--- src/rtl/sdtune_pkg.sv ---
package sdtune_pkg;

  typedef enum logic [1:0] {
    ST_IDLE = 2'd0,
    ST_RECV = 2'd1,
    ST_SCAN = 2'd2
  } tune_st_e;

  // expected tuning byte at a given block position
  function automatic logic [7:0] pattern_byte(input logic [7:0] idx,
                                              input logic [7:0] mul,
                                              input logic [7:0] add);
    logic [15:0] prod;
    prod = idx * mul;
    return prod[7:0] + add;
  endfunction

endpackage

--- src/rtl/sdtune_blk_check.sv ---
module sdtune_blk_check #(
  parameter int SHORT_LEN = 64,
  parameter int LONG_LEN  = 128,
  parameter int PAT_MUL   = 37,
  parameter int PAT_ADD   = 90
) (
  input  logic       clk,
  input  logic       rst_n,
  input  logic       clr,
  input  logic       en,
  input  logic       wide,
  input  logic       rx_valid,
  input  logic [7:0] rx_byte,
  output logic       blk_done,
  output logic       blk_pass
);
  import sdtune_pkg::*;

  localparam int IDX_W = $clog2(LONG_LEN);
  localparam logic [IDX_W-1:0] SHORT_LAST = IDX_W'(SHORT_LEN - 1);
  localparam logic [IDX_W-1:0] LONG_LAST  = IDX_W'(LONG_LEN - 1);

  logic [IDX_W-1:0] idx_q, idx_d;
  logic             bad_q, bad_d;
  logic             take, byte_bad, at_last;
  logic [7:0]       exp_byte;

  always_comb begin
    take     = en & rx_valid;
    exp_byte = pattern_byte(8'(idx_q), 8'(PAT_MUL), 8'(PAT_ADD));
    byte_bad = (rx_byte != exp_byte);
    at_last  = (idx_q == (wide ? LONG_LAST : SHORT_LAST));
    blk_done = take & at_last;
    blk_pass = ~(bad_q | byte_bad);
    idx_d    = idx_q;
    bad_d    = bad_q;
    if (clr) begin
      idx_d = '0;
      bad_d = 1'b0;
    end else if (take) begin
      if (at_last) begin
        idx_d = '0;
        bad_d = 1'b0;
      end else begin
        idx_d = idx_q + 1'b1;
        bad_d = bad_q | byte_bad;
      end
    end
  end

  always_ff @(posedge clk or negedge rst_n) begin
    if (!rst_n) begin
      idx_q <= '0;
      bad_q <= 1'b0;
    end else if (clr | take) begin
      idx_q <= idx_d;
      bad_q <= bad_d;
    end
  end


  blk_wrap_chk: assert property (@(posedge clk) disable iff (!rst_n)
    (blk_done && !clr) |=> (idx_q == '0 && !bad_q));

endmodule

--- src/rtl/sdtune_run_scan.sv ---
module sdtune_run_scan #(
  parameter int NUM_TAPS = 16
) (
  input  logic                          clk,
  input  logic                          rst_n,
  input  logic                          clr,
  input  logic                          step,
  input  logic                          pass_bit,
  input  logic [$clog2(NUM_TAPS)-1:0]   pos,
  output logic [$clog2(NUM_TAPS)-1:0]   res_start,
  output logic [$clog2(NUM_TAPS+1)-1:0] res_len
);
  localparam int TAP_W = $clog2(NUM_TAPS);
  localparam int LEN_W = $clog2(NUM_TAPS + 1);

  logic [TAP_W-1:0] cur_start_q, cur_start_d, best_start_q, best_start_d;
  logic [LEN_W-1:0] cur_len_q, cur_len_d, best_len_q, best_len_d;

  always_comb begin
    cur_len_d    = pass_bit ? (cur_len_q + 1'b1) : '0;
    cur_start_d  = (pass_bit && cur_len_q == '0) ? pos : cur_start_q;
    best_len_d   = best_len_q;
    best_start_d = best_start_q;
    if (cur_len_d > best_len_q) begin
      best_len_d   = cur_len_d;
      best_start_d = cur_start_d;
    end
    res_start = best_start_d;
    res_len   = best_len_d;
  end

  always_ff @(posedge clk or negedge rst_n) begin
    if (!rst_n) begin
      cur_start_q  <= '0;
      cur_len_q    <= '0;
      best_start_q <= '0;
      best_len_q   <= '0;
    end else if (clr) begin
      cur_start_q  <= '0;
      cur_len_q    <= '0;
      best_start_q <= '0;
      best_len_q   <= '0;
    end else if (step) begin
      cur_start_q  <= cur_start_d;
      cur_len_q    <= cur_len_d;
      best_start_q <= best_start_d;
      best_len_q   <= best_len_d;
    end
  end


  best_grow_chk: assert property (@(posedge clk) disable iff (!rst_n)
    (step && !clr) |=> (best_len_q >= $past(best_len_q)));

endmodule

--- src/rtl/sdtune_retune.sv ---
module sdtune_retune #(
  parameter int CNT_W  = 16,
  parameter int CODE_W = 5
) (
  input  logic              clk,
  input  logic              rst_n,
  input  logic              clr,
  input  logic              tick,
  input  logic [CODE_W-1:0] code,
  output logic              due
);
  logic [CNT_W-1:0] cnt_q, cnt_d;
  logic             due_q, due_d;
  logic [CNT_W:0]   period;
  logic             hit, adv;

  always_comb begin
    period = (code == '0) ? '0 : ((CNT_W+1)'(1) << (code - 1'b1));
    adv    = tick && (code != '0) && !due_q;
    hit    = (({1'b0, cnt_q} + 1'b1) == period);
    cnt_d  = cnt_q;
    due_d  = due_q;
    if (clr) begin
      cnt_d = '0;
      due_d = 1'b0;
    end else if (adv) begin
      if (hit) begin
        cnt_d = '0;
        due_d = 1'b1;
      end else begin
        cnt_d = cnt_q + 1'b1;
      end
    end
  end

  always_ff @(posedge clk or negedge rst_n) begin
    if (!rst_n) begin
      cnt_q <= '0;
      due_q <= 1'b0;
    end else if (clr | adv) begin
      cnt_q <= cnt_d;
      due_q <= due_d;
    end
  end

  assign due = due_q;


  retune_src_chk: assert property (@(posedge clk) disable iff (!rst_n)
    $rose(due_q) |-> ($past(tick) && $past(code) != '0));

endmodule

--- src/rtl/sdtune_seq.sv ---
module sdtune_seq #(
  parameter int NUM_TAPS    = 16,
  parameter int MAX_ITER    = 40,
  parameter int DEFAULT_TAP = 8,
  parameter int SHORT_LEN   = 64,
  parameter int LONG_LEN    = 128,
  parameter int PAT_MUL     = 37,
  parameter int PAT_ADD     = 90,
  parameter int CNT_W       = 16,
  parameter int CODE_W      = 5
) (
  input  logic                        clk,
  input  logic                        rst_n,
  input  logic                        ctl_wr,
  input  logic                        ctl_exec,
  input  logic                        ctl_tuned,
  input  logic                        wide_mode,
  input  logic                        rx_valid,
  input  logic [7:0]                  rx_byte,
  input  logic                        rt_tick,
  input  logic [CODE_W-1:0]           rt_code,
  output logic                        exec_busy,
  output logic                        tuned_ok,
  output logic [$clog2(NUM_TAPS)-1:0] tap_sel,
  output logic                        data_avail,
  output logic                        retune_due
);
  import sdtune_pkg::*;

  localparam int TAP_W  = $clog2(NUM_TAPS);
  localparam int LEN_W  = $clog2(NUM_TAPS + 1);
  localparam int ITER_W = $clog2(MAX_ITER);
  localparam logic [TAP_W-1:0]  TAP_LAST  = TAP_W'(NUM_TAPS - 1);
  localparam logic [TAP_W-1:0]  TAP_DEF   = TAP_W'(DEFAULT_TAP);
  localparam logic [ITER_W-1:0] ITER_LAST = ITER_W'(MAX_ITER - 1);

  tune_st_e              st_q, st_d;
  logic [TAP_W-1:0]      tap_q, tap_d, scan_q, scan_d, final_q, final_d;
  logic [ITER_W-1:0]     iter_q, iter_d;
  logic [NUM_TAPS-1:0]   map_q, map_d;
  logic                  tuned_q, tuned_d, dav_q;

  logic                  start, sw_wr, recv, scan, sweep_end, scan_last;
  logic                  blk_done, blk_pass, pass_bit;
  logic [TAP_W-1:0]      res_start;
  logic [LEN_W-1:0]      res_len;

  always_comb begin
    start     = ctl_wr && ctl_exec && (st_q == ST_IDLE);
    sw_wr     = ctl_wr && !ctl_exec && (st_q == ST_IDLE);
    recv      = (st_q == ST_RECV);
    scan      = (st_q == ST_SCAN);
    scan_last = scan && (scan_q == TAP_LAST);
    pass_bit  = map_q[scan_q];
  end

  sdtune_blk_check #(
    .SHORT_LEN(SHORT_LEN), .LONG_LEN(LONG_LEN),
    .PAT_MUL(PAT_MUL), .PAT_ADD(PAT_ADD)
  ) u_chk (
    .clk(clk), .rst_n(rst_n), .clr(start), .en(recv), .wide(wide_mode),
    .rx_valid(rx_valid), .rx_byte(rx_byte),
    .blk_done(blk_done), .blk_pass(blk_pass)
  );

  sdtune_run_scan #(.NUM_TAPS(NUM_TAPS)) u_scan (
    .clk(clk), .rst_n(rst_n), .clr(start), .step(scan),
    .pass_bit(pass_bit), .pos(scan_q),
    .res_start(res_start), .res_len(res_len)
  );

  sdtune_retune #(.CNT_W(CNT_W), .CODE_W(CODE_W)) u_rt (
    .clk(clk), .rst_n(rst_n), .clr(start || !tuned_q),
    .tick(rt_tick), .code(rt_code), .due(retune_due)
  );

  always_comb begin
    sweep_end = blk_done && (iter_q == ITER_LAST || tap_q == TAP_LAST);
    st_d    = st_q;
    tap_d   = tap_q;
    iter_d  = iter_q;
    map_d   = map_q;
    scan_d  = scan_q;
    tuned_d = tuned_q;
    final_d = final_q;
    case (st_q)
      ST_IDLE: begin
        if (start) begin
          st_d    = ST_RECV;
          tap_d   = '0;
          iter_d  = '0;
          map_d   = '0;
          tuned_d = 1'b0;
        end else if (sw_wr) begin
          tuned_d = tuned_q & ctl_tuned;
        end
      end
      ST_RECV: begin
        if (blk_done) begin
          map_d[tap_q] = blk_pass;
          if (sweep_end) begin
            st_d   = ST_SCAN;
            scan_d = '0;
          end else begin
            tap_d  = tap_q + 1'b1;
            iter_d = iter_q + 1'b1;
          end
        end
      end
      ST_SCAN: begin
        scan_d = scan_q + 1'b1;
        if (scan_last) begin
          st_d = ST_IDLE;
          if (res_len != '0) begin
            tuned_d = 1'b1;
            final_d = res_start + TAP_W'((res_len - 1'b1) >> 1);
          end else begin
            tuned_d = 1'b0;
            final_d = TAP_DEF;
          end
        end
      end
      default: st_d = ST_IDLE;
    endcase
  end

  always_ff @(posedge clk or negedge rst_n) begin
    if (!rst_n) begin
      st_q    <= ST_IDLE;
      tap_q   <= '0;
      iter_q  <= '0;
      map_q   <= '0;
      scan_q  <= '0;
      tuned_q <= 1'b0;
      final_q <= TAP_DEF;
      dav_q   <= 1'b0;
    end else begin
      st_q    <= st_d;
      tap_q   <= tap_d;
      iter_q  <= iter_d;
      map_q   <= map_d;
      scan_q  <= scan_d;
      tuned_q <= tuned_d;
      final_q <= final_d;
      dav_q   <= blk_done;
    end
  end

  assign exec_busy  = (st_q != ST_IDLE);
  assign tuned_ok   = tuned_q;
  assign data_avail = dav_q;
  assign tap_sel    = recv ? tap_q : (tuned_q ? final_q : TAP_DEF);


  dav_scope_chk: assert property (@(posedge clk) disable iff (!rst_n)
    data_avail |-> ($past(st_q) == ST_RECV));


  start_clear_chk: assert property (@(posedge clk) disable iff (!rst_n)
    $rose(exec_busy) |-> (!tuned_ok && tap_sel == '0));


  tuned_needs_pass_chk: assert property (@(posedge clk) disable iff (!rst_n)
    ($fell(exec_busy) && tuned_ok) |-> ($past(map_q) != '0));


  iter_bound_chk: assert property (@(posedge clk) disable iff (!rst_n)
    recv |-> (iter_q <= ITER_LAST && tap_q <= TAP_LAST));

endmodule

--- config.mk ---
export PLATFORM = sky130hd
export DESIGN_NAME = sdtune_seq
export DESIGN_NICKNAME = d
export VERILOG_FILES = /design/src/rtl/sdtune_pkg.sv /design/src/rtl/sdtune_blk_check.sv /design/src/rtl/sdtune_run_scan.sv /design/src/rtl/sdtune_retune.sv /design/src/rtl/sdtune_seq.sv
export SDC_FILE = /design/constraint.sdc
export NUM_CORES = 1
export LEC_CHECK = 0
export BUFFER_PORTS_ARGS = -buffer_cell sky130_fd_sc_hd__buf_4
export CORE_MARGIN = 2
export CORE_UTILIZATION = 55
export CTS_BUF_LIST = sky130_fd_sc_hd__clkbuf_16
export CTS_CLUSTER_DIAMETER = 50
export DETAILED_ROUTE_END_ITERATION = 8
export PLACE_DENSITY = 0.73
export SKIP_LAST_GASP = 1
export SLEW_MARGIN = 20
export SYNTH_ARGS = -nofsm -noshare
export SYNTH_HDL_FRONTEND = slang
export SYNTH_SLANG_ARGS = --single-unit
--- constraint.sdc ---
create_clock -name clk -period 5.65 [get_ports clk]
set_input_delay 1.13 -clock clk [delete_from_list [all_inputs] [get_ports clk]]
set_output_delay 1.13 -clock clk [all_outputs]
set_load 0.01 [all_outputs]
==> summary.md, run 1 <==
## Yosys
* **dominant synthesized flop cell** dfrtp_1
* **Synth async-reset ratio** 100%
* **post-synthesis sequential area ratio** 33.8%
* **Synth warnings** 0
* **Post-Syn Instances** 685
* **syn_area_per_cell** 8.76 um2
* **number of synthesized register bits** 81
* **main combinational cell family by area after synthesis** compound AO/OA/AOI/OAI gates
* **net count after synthesis** 743
* **library cell occupying the most area in the post-synthesis netlist** dfrtp_1
* **leading post-synthesis cells by cell area** dfrtp_1 33%, ha_1 6.9%, o21ai_0 6.0%, nand2_1 4.1%, xnor2_1 3.4%
* **adder and majority gate portion of the synthesized area** 8.21%
* **Synth top area share** 33.4%
* **simple-gate portion of the synthesized area** 20.5%
* **Compound-Gate Fraction of Synth Area** 22.5%
* **cell area after synthesis** 6000 um2
* **mux cell area share after synthesis** 4.11%
* **Cell variety after synth** 81
* **EDFF count, synth** 0
* **xor and xnor fraction of the mapped netlist area** 6.30%

## Critical path
* **CP dominant cell by count** ha_1
* **Worst EP arrival** 5.48 ns
* **Worst setup EP type** flip-flop
* **worst setup path category** flip-flop to flip-flop
* **maximum fanout along the worst path** 8
* **cell with the largest stage delay on the worst path** or4_4
* **critical path, cell by cell** buf_2, mux2i_1, a22oi_1, nand3_1, and2_2, nor2_1, ha_1, nand2_1, or4_4, nand3_2, o2bb2ai_1, nor4b_1, a21oi_1, ha_1, xnor2_2, ha_1, a21o_1, a21oi_1, xnor2_1, nor3_1, o41ai_1, nor2_1
* **crit start category** flip-flop
* **CP peak stage delay** 0.51 ns
* **worst path required time** 5.92 ns

## Placement
* **number of input and output port buffers inserted** 28
* **Placed Area** 6250 um2
* **worst slack after detailed placement** 0.161 ns
* **RePlAce Congestion** 0.925
* **placed wire-length estimate after detailed placement** 10400 um

## Clock network
* **total clock buffers created by CTS** 9
* **number of sinks handled by clock tree synthesis** 81
* **clock slew at reported path FFs** 0.07 ns
* **latest clock arrival within the worst-skew pair** 0.35 ns
* **H-tree depth reported by CTS** 3
* **clock tree from TritonCTS** built
* **clock root buffer** clkbuf_16
* **Post-CTS Hold Buffers** 0
* **maximum number of buffers from clock root to sink** 2

## Power
* **Sw Ratio** 37.3%
* **internal power** 1540 uW
* **sequential cell fraction of total power** 30.4%
* **power dissipated by switching net loads** 914 uW
* **areal power density over the cells** 370 nW/um2
* **fraction of power consumed by the clock network** 28.3%
* **total chip power** 2450 uW
* **relative contribution of combinational cells to total power** 41.3%
* **reported leakage power** 0.00289 uW
* **Worst VDD drop** 0.000304 V

## Run
* **# Max-Cap Violations** 0

## Route
* **routed vias** 5234
* **drt via density** 6.22
* **mean routed wirelength per cell** 17.2 um
* **post-detailed-route count of antenna-violating nets** 0
* **number of DRC markers after the initial detailed-route iteration** 358
* **wire length reported by the detailed router** 14500 um
* **first-pass detailed-route iteration total** 5
* **number of DRC violations after detailed routing** 0

## STA
* **number of max-slew violations in the final report** 0
* **clock period minus final worst setup slack** 5.21 ns
* **Sum Neg Setup Slack** 0 ns
* **FMAX** 192 MHz
* **worst clock skew on the final layout** 0.0104 ns
* **endpoints failing setup** 0
* **slew at the pin closest to its max-slew limit** 0.768 ns
* **setup repair after global routing missed its margin** false
* **final critical-path share of the clock period** 92.2%
* **headroom to the max-slew limit** 48.7%
* **hold violation count in the final report** 0
* **final setup margin** 0.440 ns

## Final layout
* **utilization after layout** 61.7%
* **final net count** 755
* **commonest non-fill, non-tap cell in the layout** dfrtp_1
* **diodes inserted** 0
* **most frequent cells in the layout** 79 x dfrtp_1, 72 x o21ai_0, 65 x nand2_1
* **Layout area overhead** 10.5%
* **ratio of cells with drive above 1 in the final layout** 12.5%
* **Finished Cell Area** 6630 um2

## Die
* **die boundary width** 108 um
* **effective utilization at floorplan** 55.9%
* **full die area** 11800 um2
* **Placement Rows** 38
* **Std-Cell Core Area** 10700 um2
* **io pins** 29
* **chip height** 108 um

## Worst hold path
* **Hold Path Class** flip-flop to flip-flop

## Global routing
* **global-route total usage across every layer** 26.1%
* **maximum number of pins on one net before global-route repair** 82
* **antenna violations before repair** 0
* **number of global-route vias before repair** 4962
* **first-pass GRT wire length** 24300 um
* **global route total overflow** 0

## Outcome
* **status** completed

cells by family after synthesis:
| group | Yosys count |
|---|---|
| buf+inv | 64 |
| mux | 23 |
| xor+xnor | 40 |
| fa+ha+maj | 37 |
| simple gates | 238 |
| flops | 81 |
| compound gates | 202 |
synthesized netlist by cell type (3+ instances only):
master / instances
a21o_1: 9
a21oi_1: 32
a22o_1: 21
a22oi_1: 5
a31o_2: 3
a31oi_1: 7
a32o_1: 3
and2_1: 8
and3_1: 4
and4_1: 5
clkbuf_1: 25
dfrtp_1: 80
fa_1: 4
ha_1: 33
inv_1: 33
mux2_2: 3
mux2i_1: 19
nand2_1: 65
nand2b_1: 6
nand3_1: 30
nand4_1: 12
nor2_1: 40
nor2b_1: 9
nor3_1: 19
nor4_1: 4
o2111ai_1: 4
o21a_1: 4
o21ai_0: 72
o22ai_1: 4
o2bb2ai_1: 4
o31ai_1: 5
or2_2: 5
or3_1: 7
or3b_2: 4
xnor2_1: 23
xor2_1: 15
metal layers:
layer | wire length [um] | vias to the layer above | global-route usage, %
met3 | 701 | 25 | 5.67
met4 | 212 | 0 | 7.60
met5 | 0 | - | 0
li1 | - | 2532 | -
met2 | 6760 | 138 | 40.7
met1 | 6800 | 2539 | 36.5
state kept, by name, summed over array words and instances (netlist names), 5 cells and up:
name	flops
iter_q	6
map_q	16
u_chk.idx_q	7
u_rt.cnt_q	16
u_scan.best_len_q	5
u_scan.cur_len_q	5
power by group through the flow:
stage	clock network, uW	registers [uW]	logic [uW]
2_1_floorplan	0	707	804
3_3_place_gp	0	748	965
3_5_place_dp	0	752	1000
4_1_cts	706	742	1010
5_1_grt	736	756	1150
6_report	693	745	1010
timing repair:
item                                    in CTS  in global routing
resized for setup                            0                  3
setup buffers                                0                  2
endpoints found under the setup margin       0                  1
worst max-delay path, delay by kind of cell, from the launching register on:
kind | cells | cell delay (ns)
simple gates | 9 | 1.85
compound gates | 6 | 1.08
fa+ha+maj | 3 | 0.88
flops | 1 | 0.49
xor+xnor | 2 | 0.38
buf+inv | 1 | 0.23
mux | 1 | 0.23
final timing paths:
kind,slack [ns],from,cells past startpoint,endpoint
min,0.49,u_scan.cur_start_q[2],1,u_scan.cur_start_q[2]
max in group asynchronous,4.29,rst_n,1,scan_q[0]
max,0.44,scan_q[0],22,final_q[3]
min reg2reg,0.49,u_scan.cur_start_q[2],1,u_scan.cur_start_q[2]
min in group asynchronous,0.82,rst_n,1,u_chk.bad_q
max reg2reg,0.44,scan_q[0],22,final_q[3]
layout make-up:
cell class	count	area [um2]
inverters	33	124
clock buffers	9	225
flip-flops and latches	81	2030
repair buffers	32	241
multi-input cells	540	3710
clock inverters	7	124
well taps	140	175
fillers	947	4110
per-stage QoR:
stage | hold WS (ns) | std cells
2_1_floorplan | 0.461 | 685
3_3_place_gp | 0.475 | 824
3_5_place_dp | 0.482 | 824
4_1_cts | 0.496 | 840
5_1_grt | 0.506 | 842
6_report | 0.494 | 842
Note: power is estimated with default switching activity, not from simulation.
==> inputs of run 2 (changes only) <==
--- a/config.mk
+++ b/config.mk
@@ -12,8 +12,8 @@
 export CTS_CLUSTER_DIAMETER = 50
 export DETAILED_ROUTE_END_ITERATION = 8
 export PLACE_DENSITY = 0.73
-export SKIP_LAST_GASP = 1
 export SLEW_MARGIN = 20
 export SYNTH_ARGS = -nofsm -noshare
 export SYNTH_HDL_FRONTEND = slang
+export SYNTH_HIERARCHICAL = 1
 export SYNTH_SLANG_ARGS = --single-unit
==> summary.md, run 2 <==
## Global routing
* **antenna violations before repair** 0, unchanged
* **maximum number of pins on one net before global-route repair** 82, unchanged
* **global-route total usage across every layer** 23.9%, was 26.1%
* **number of global-route vias before repair** 5044, was 4962
* **first-pass GRT wire length** 24300 um, about the same
* **global route total overflow** 0, unchanged

## Die
* **die boundary width** 110 um, was 108 um
* **Std-Cell Core Area** 10900 um2, was 10700 um2
* **Placement Rows** 38, unchanged
* **full die area** 12200 um2, was 11800 um2
* **chip height** 110 um, was 108 um
* **io pins** 29, unchanged
* **effective utilization at floorplan** 57.0%, was 55.9%

## Power
* **fraction of power consumed by the clock network** 29.1%, was 28.3%
* **Sw Ratio** 35.5%, was 37.3%
* **Worst VDD drop** 0.000479 V, was 0.000304 V
* **areal power density over the cells** 339 nW/um2, was 370 nW/um2
* **total chip power** 2320 uW, was 2450 uW
* **sequential cell fraction of total power** 31.2%, was 30.4%
* **relative contribution of combinational cells to total power** 39.7%, was 41.3%
* **power dissipated by switching net loads** 822 uW, was 914 uW
* **internal power** 1490 uW, was 1540 uW
* **reported leakage power** 0.00288 uW, was 0.00289 uW

## Final layout
* **commonest non-fill, non-tap cell in the layout** dfrtp_1, unchanged
* **biggest regs** map_q: 16 flops, u_rt/cnt_q: 16 flops, u_chk/idx_q: 7 flops, was map_q: 16 flops, u_rt.cnt_q: 16 flops, u_chk.idx_q: 7 flops
* **most frequent cells in the layout** 80 x dfrtp_1, 58 x o21ai_0, 53 x nor2_1, was 79 x dfrtp_1, 72 x o21ai_0, 65 x nand2_1
* **ratio of cells with drive above 1 in the final layout** 13.6%, was 12.5%
* **diodes inserted** 0, unchanged
* **Layout area overhead** 9.65%, was 10.5%
* **final net count** 752, was 755

## Worst hold path
* **Hold Path Class** flip-flop to flip-flop, unchanged
* **hold path startpoint** final_q[0], was u_scan.cur_start_q[2]

## Critical path
* **cell with the largest stage delay on the worst path** dfrtp_1, was or4_4
* **worst path required time** 5.89 ns, was 5.92 ns
* **count of buffer and inverter cells on the critical path** 1, unchanged
* **Worst setup EP type** flip-flop, unchanged
* **gate family responsible for the most delay along the worst path** multiplexers, was simple AND/OR/NAND/NOR gates
* **worst setup path category** flip-flop to flip-flop, unchanged
* **critical path, cell by cell** mux4_2, mux4_2, and2_1, ha_1, nand2_1, a211o_1, a21oi_2, a211oi_4, a21oi_2, mux2_2, inv_1, ha_1, xor2_1, ha_1, a21o_1, a21oi_1, xnor2_1, a211oi_1, a221oi_1, was buf_2, mux2i_1, a22oi_1, nand3_1, and2_2, nor2_1, ha_1, nand2_1, or4_4, nand3_2, o2bb2ai_1, nor4b_1, a21oi_1, ha_1, xnor2_2, ha_1, a21o_1, a21oi_1, xnor2_1, nor3_1, o41ai_1, nor2_1
* **Worst EP arrival** 5.44 ns, was 5.48 ns
* **maximum fanout along the worst path** 9, was 8
* **Crit Reg-Reg Startpoint** scan_q[0], unchanged
* **CP dominant cell by count** ha_1, unchanged
* **crit start category** flip-flop, unchanged
* **Critical Path Source** scan_q[0], unchanged
* **CP peak stage delay** 0.60 ns, was 0.51 ns

## Outcome
* **status** completed, unchanged

## STA
* **worst hold slack across all endpoints** 0.486 ns, was 0.494 ns
* **clock period minus final worst setup slack** 5.19 ns, was 5.21 ns
* **Sum Neg Setup Slack** 0 ns, unchanged
* **number of max-slew violations in the final report** 0, unchanged
* **headroom to the max-slew limit** 44.5%, was 48.7%
* **hold violation count in the final report** 0, unchanged
* **setup repair after global routing missed its margin** false, unchanged
* **slew at the pin closest to its max-slew limit** 0.822 ns, was 0.768 ns
* **endpoints failing setup** 0, unchanged
* **final critical-path share of the clock period** 91.9%, was 92.2%
* **worst clock skew on the final layout** 0.0104 ns, about the same
* **FMAX** 193 MHz, was 192 MHz

## Yosys
* **Synth warnings** 6, was 0
* **Synth async-reset ratio** 100%, unchanged
* **cell area after synthesis** 6240 um2, was 6000 um2
* **Post-Syn Instances** 682, was 685
* **net count after synthesis** 741, was 743
* **dominant synthesized flop cell** dfrtp_1, unchanged
* **library cell occupying the most area in the post-synthesis netlist** dfrtp_1, unchanged
* **most repeated cell in the gate-level netlist after synthesis** dfrtp_1, unchanged
* **top cells by count, synth** 80 x dfrtp_1, 58 x o21ai_0, 54 x nor2_1, 42 x inv_1, 41 x nand2_1, was 80 x dfrtp_1, 72 x o21ai_0, 65 x nand2_1, 40 x nor2_1
* **Synth top area share** 32.1%, was 33.4%
* **syn_area_per_cell** 9.15 um2, was 8.76 um2
* **EDFF count, synth** 0, unchanged
* **leading post-synthesis cells by cell area** dfrtp_1 32%, ha_1 6.8%, o21ai_0 4.7%, xnor2_1 4.4%, nor2_1 3.2%, was dfrtp_1 33%, ha_1 6.9%, o21ai_0 6.0%, nand2_1 4.1%, xnor2_1 3.4%
* **Cell variety after synth** 94, was 81
* **number of synthesized register bits** 81, unchanged
* **post-synthesis sequential area ratio** 32.5%, was 33.8%

## Clock network
* **buffers inserted by post-CTS timing repair** 0, unchanged
* **Post-CTS Hold Buffers** 0, unchanged
* **maximum number of buffers from clock root to sink** 2, unchanged
* **H-tree depth reported by CTS** 3, unchanged
* **number of sinks handled by clock tree synthesis** 81, unchanged
* **latest clock arrival within the worst-skew pair** 0.35 ns, about the same
* **# resized after CTS** 0, unchanged
* **clock root buffer** clkbuf_16, unchanged
* **clock tree from TritonCTS** built, unchanged
* **clock slew at reported path FFs** 0.06 ns, was 0.07 ns
* **total clock buffers created by CTS** 9, unchanged

## Placement
* **placed wire-length estimate after detailed placement** 10400 um, about the same
* **RePlAce Congestion** 0.873, was 0.925
* **number of input and output port buffers inserted** 28, unchanged

## Run
* **# Max-Cap Violations** 0, unchanged

## Route
* **first-pass detailed-route iteration total** 4, was 5
* **wire length reported by the detailed router** 14200 um, was 14500 um
* **mean routed wirelength per cell** 17.0 um, was 17.2 um
* **post-detailed-route count of antenna-violating nets** 0, unchanged
* **number of DRC violations after detailed routing** 0, unchanged
* **routed vias** 5142, was 5234
* **drt via density** 6.14, was 6.22
* **number of DRC markers after the initial detailed-route iteration** 378, was 358

-- run 2: cell types whose count changed in the layout (fill, tap and decap cells not counted), moves of 9 or more --
cell and change:
nand2_1 -24, o21ai_0 -14, nand2b_1 +9, xnor2_1 +9, inv_1 +9, a22o_1 -13
nor2_1 +15, nand4_1 -10
-- run 2: final cells by class --
type,count,area (um2)
fillers,908,4100
flip-flops and latches,81,2030
repair buffers,31,236
multi-input cells,528,3900
clock inverters,6,115
well taps,140,175
inverters,42,158
clock buffers,9,225
-- run 2: cells by family (layout without fill, tap and decap cells) --
logic type                 Yosys count  after routing  synth area share, %
DFF                                 81             81                 32.5
xor gates and xnor gates            52             52                 7.64
and+or+nand+nor                    244            244                 22.4
muxes                               35             35                 6.90
AOI/OAI and AO/OA                  159            159                 17.4
buffers and inverters               73             88                 4.97
adders and majority gates           38             38                 8.10
-- run 2: layer usage --
metal	GRT usage, %	wire length [um]	vias to the layer above
li1	-	-	2478
met5	0	0	-
met3	4.94	710	14
met4	6.83	105	0
met2	39.1	6920	159
met1	32.3	6460	2491
-- run 2: final timing paths --
kind | end | slack (ns) | depth (start not counted)
worst max-delay path | final_q[3] | 0.46 | 19
worst min register to register | final_q[0] | 0.49 | 2
worst max register to register | final_q[3] | 0.46 | 19
min in group asynchronous | map_q[9] | 0.82 | 1
max in group asynchronous | u_scan/cur_len_q[0] | 4.32 | 1
worst min-delay path | final_q[0] | 0.49 | 2
-- run 2: per-stage QoR --
| step | cell area [um2] | utilization [%] | setup slack (ns) | instances |
|---|---|---|---|---|
| 5_1_grt | 6840 | 62.5 | 0.112 | 837 |
| 4_1_cts | 6840 | 62.5 | 0.459 | 837 |
| 6_report | 6840 | 62.5 | 0.457 | 837 |
| 3_3_place_gp | 6490 | 59.4 | 0.730 | 822 |
| 2_1_floorplan | 6240 | - | 0.610 | 682 |
| 3_5_place_dp | 6490 | 59.4 | 0.509 | 822 |
-- run 2: power groups by stage --
stage	sequential, uW	combinational (uW)	clock (uW)
2_1_floorplan	691	755	0
3_3_place_gp	728	880	0
3_5_place_dp	731	924	0
4_1_cts	723	928	683
5_1_grt	731	1040	710
6_report	722	920	673
-- run 2: tightest hold or removal path, stage by stage (launching register included) --
cell and delay, ns:
dfrtp_1 0.34, nand2_1 0.05, o21ai_0 0.06
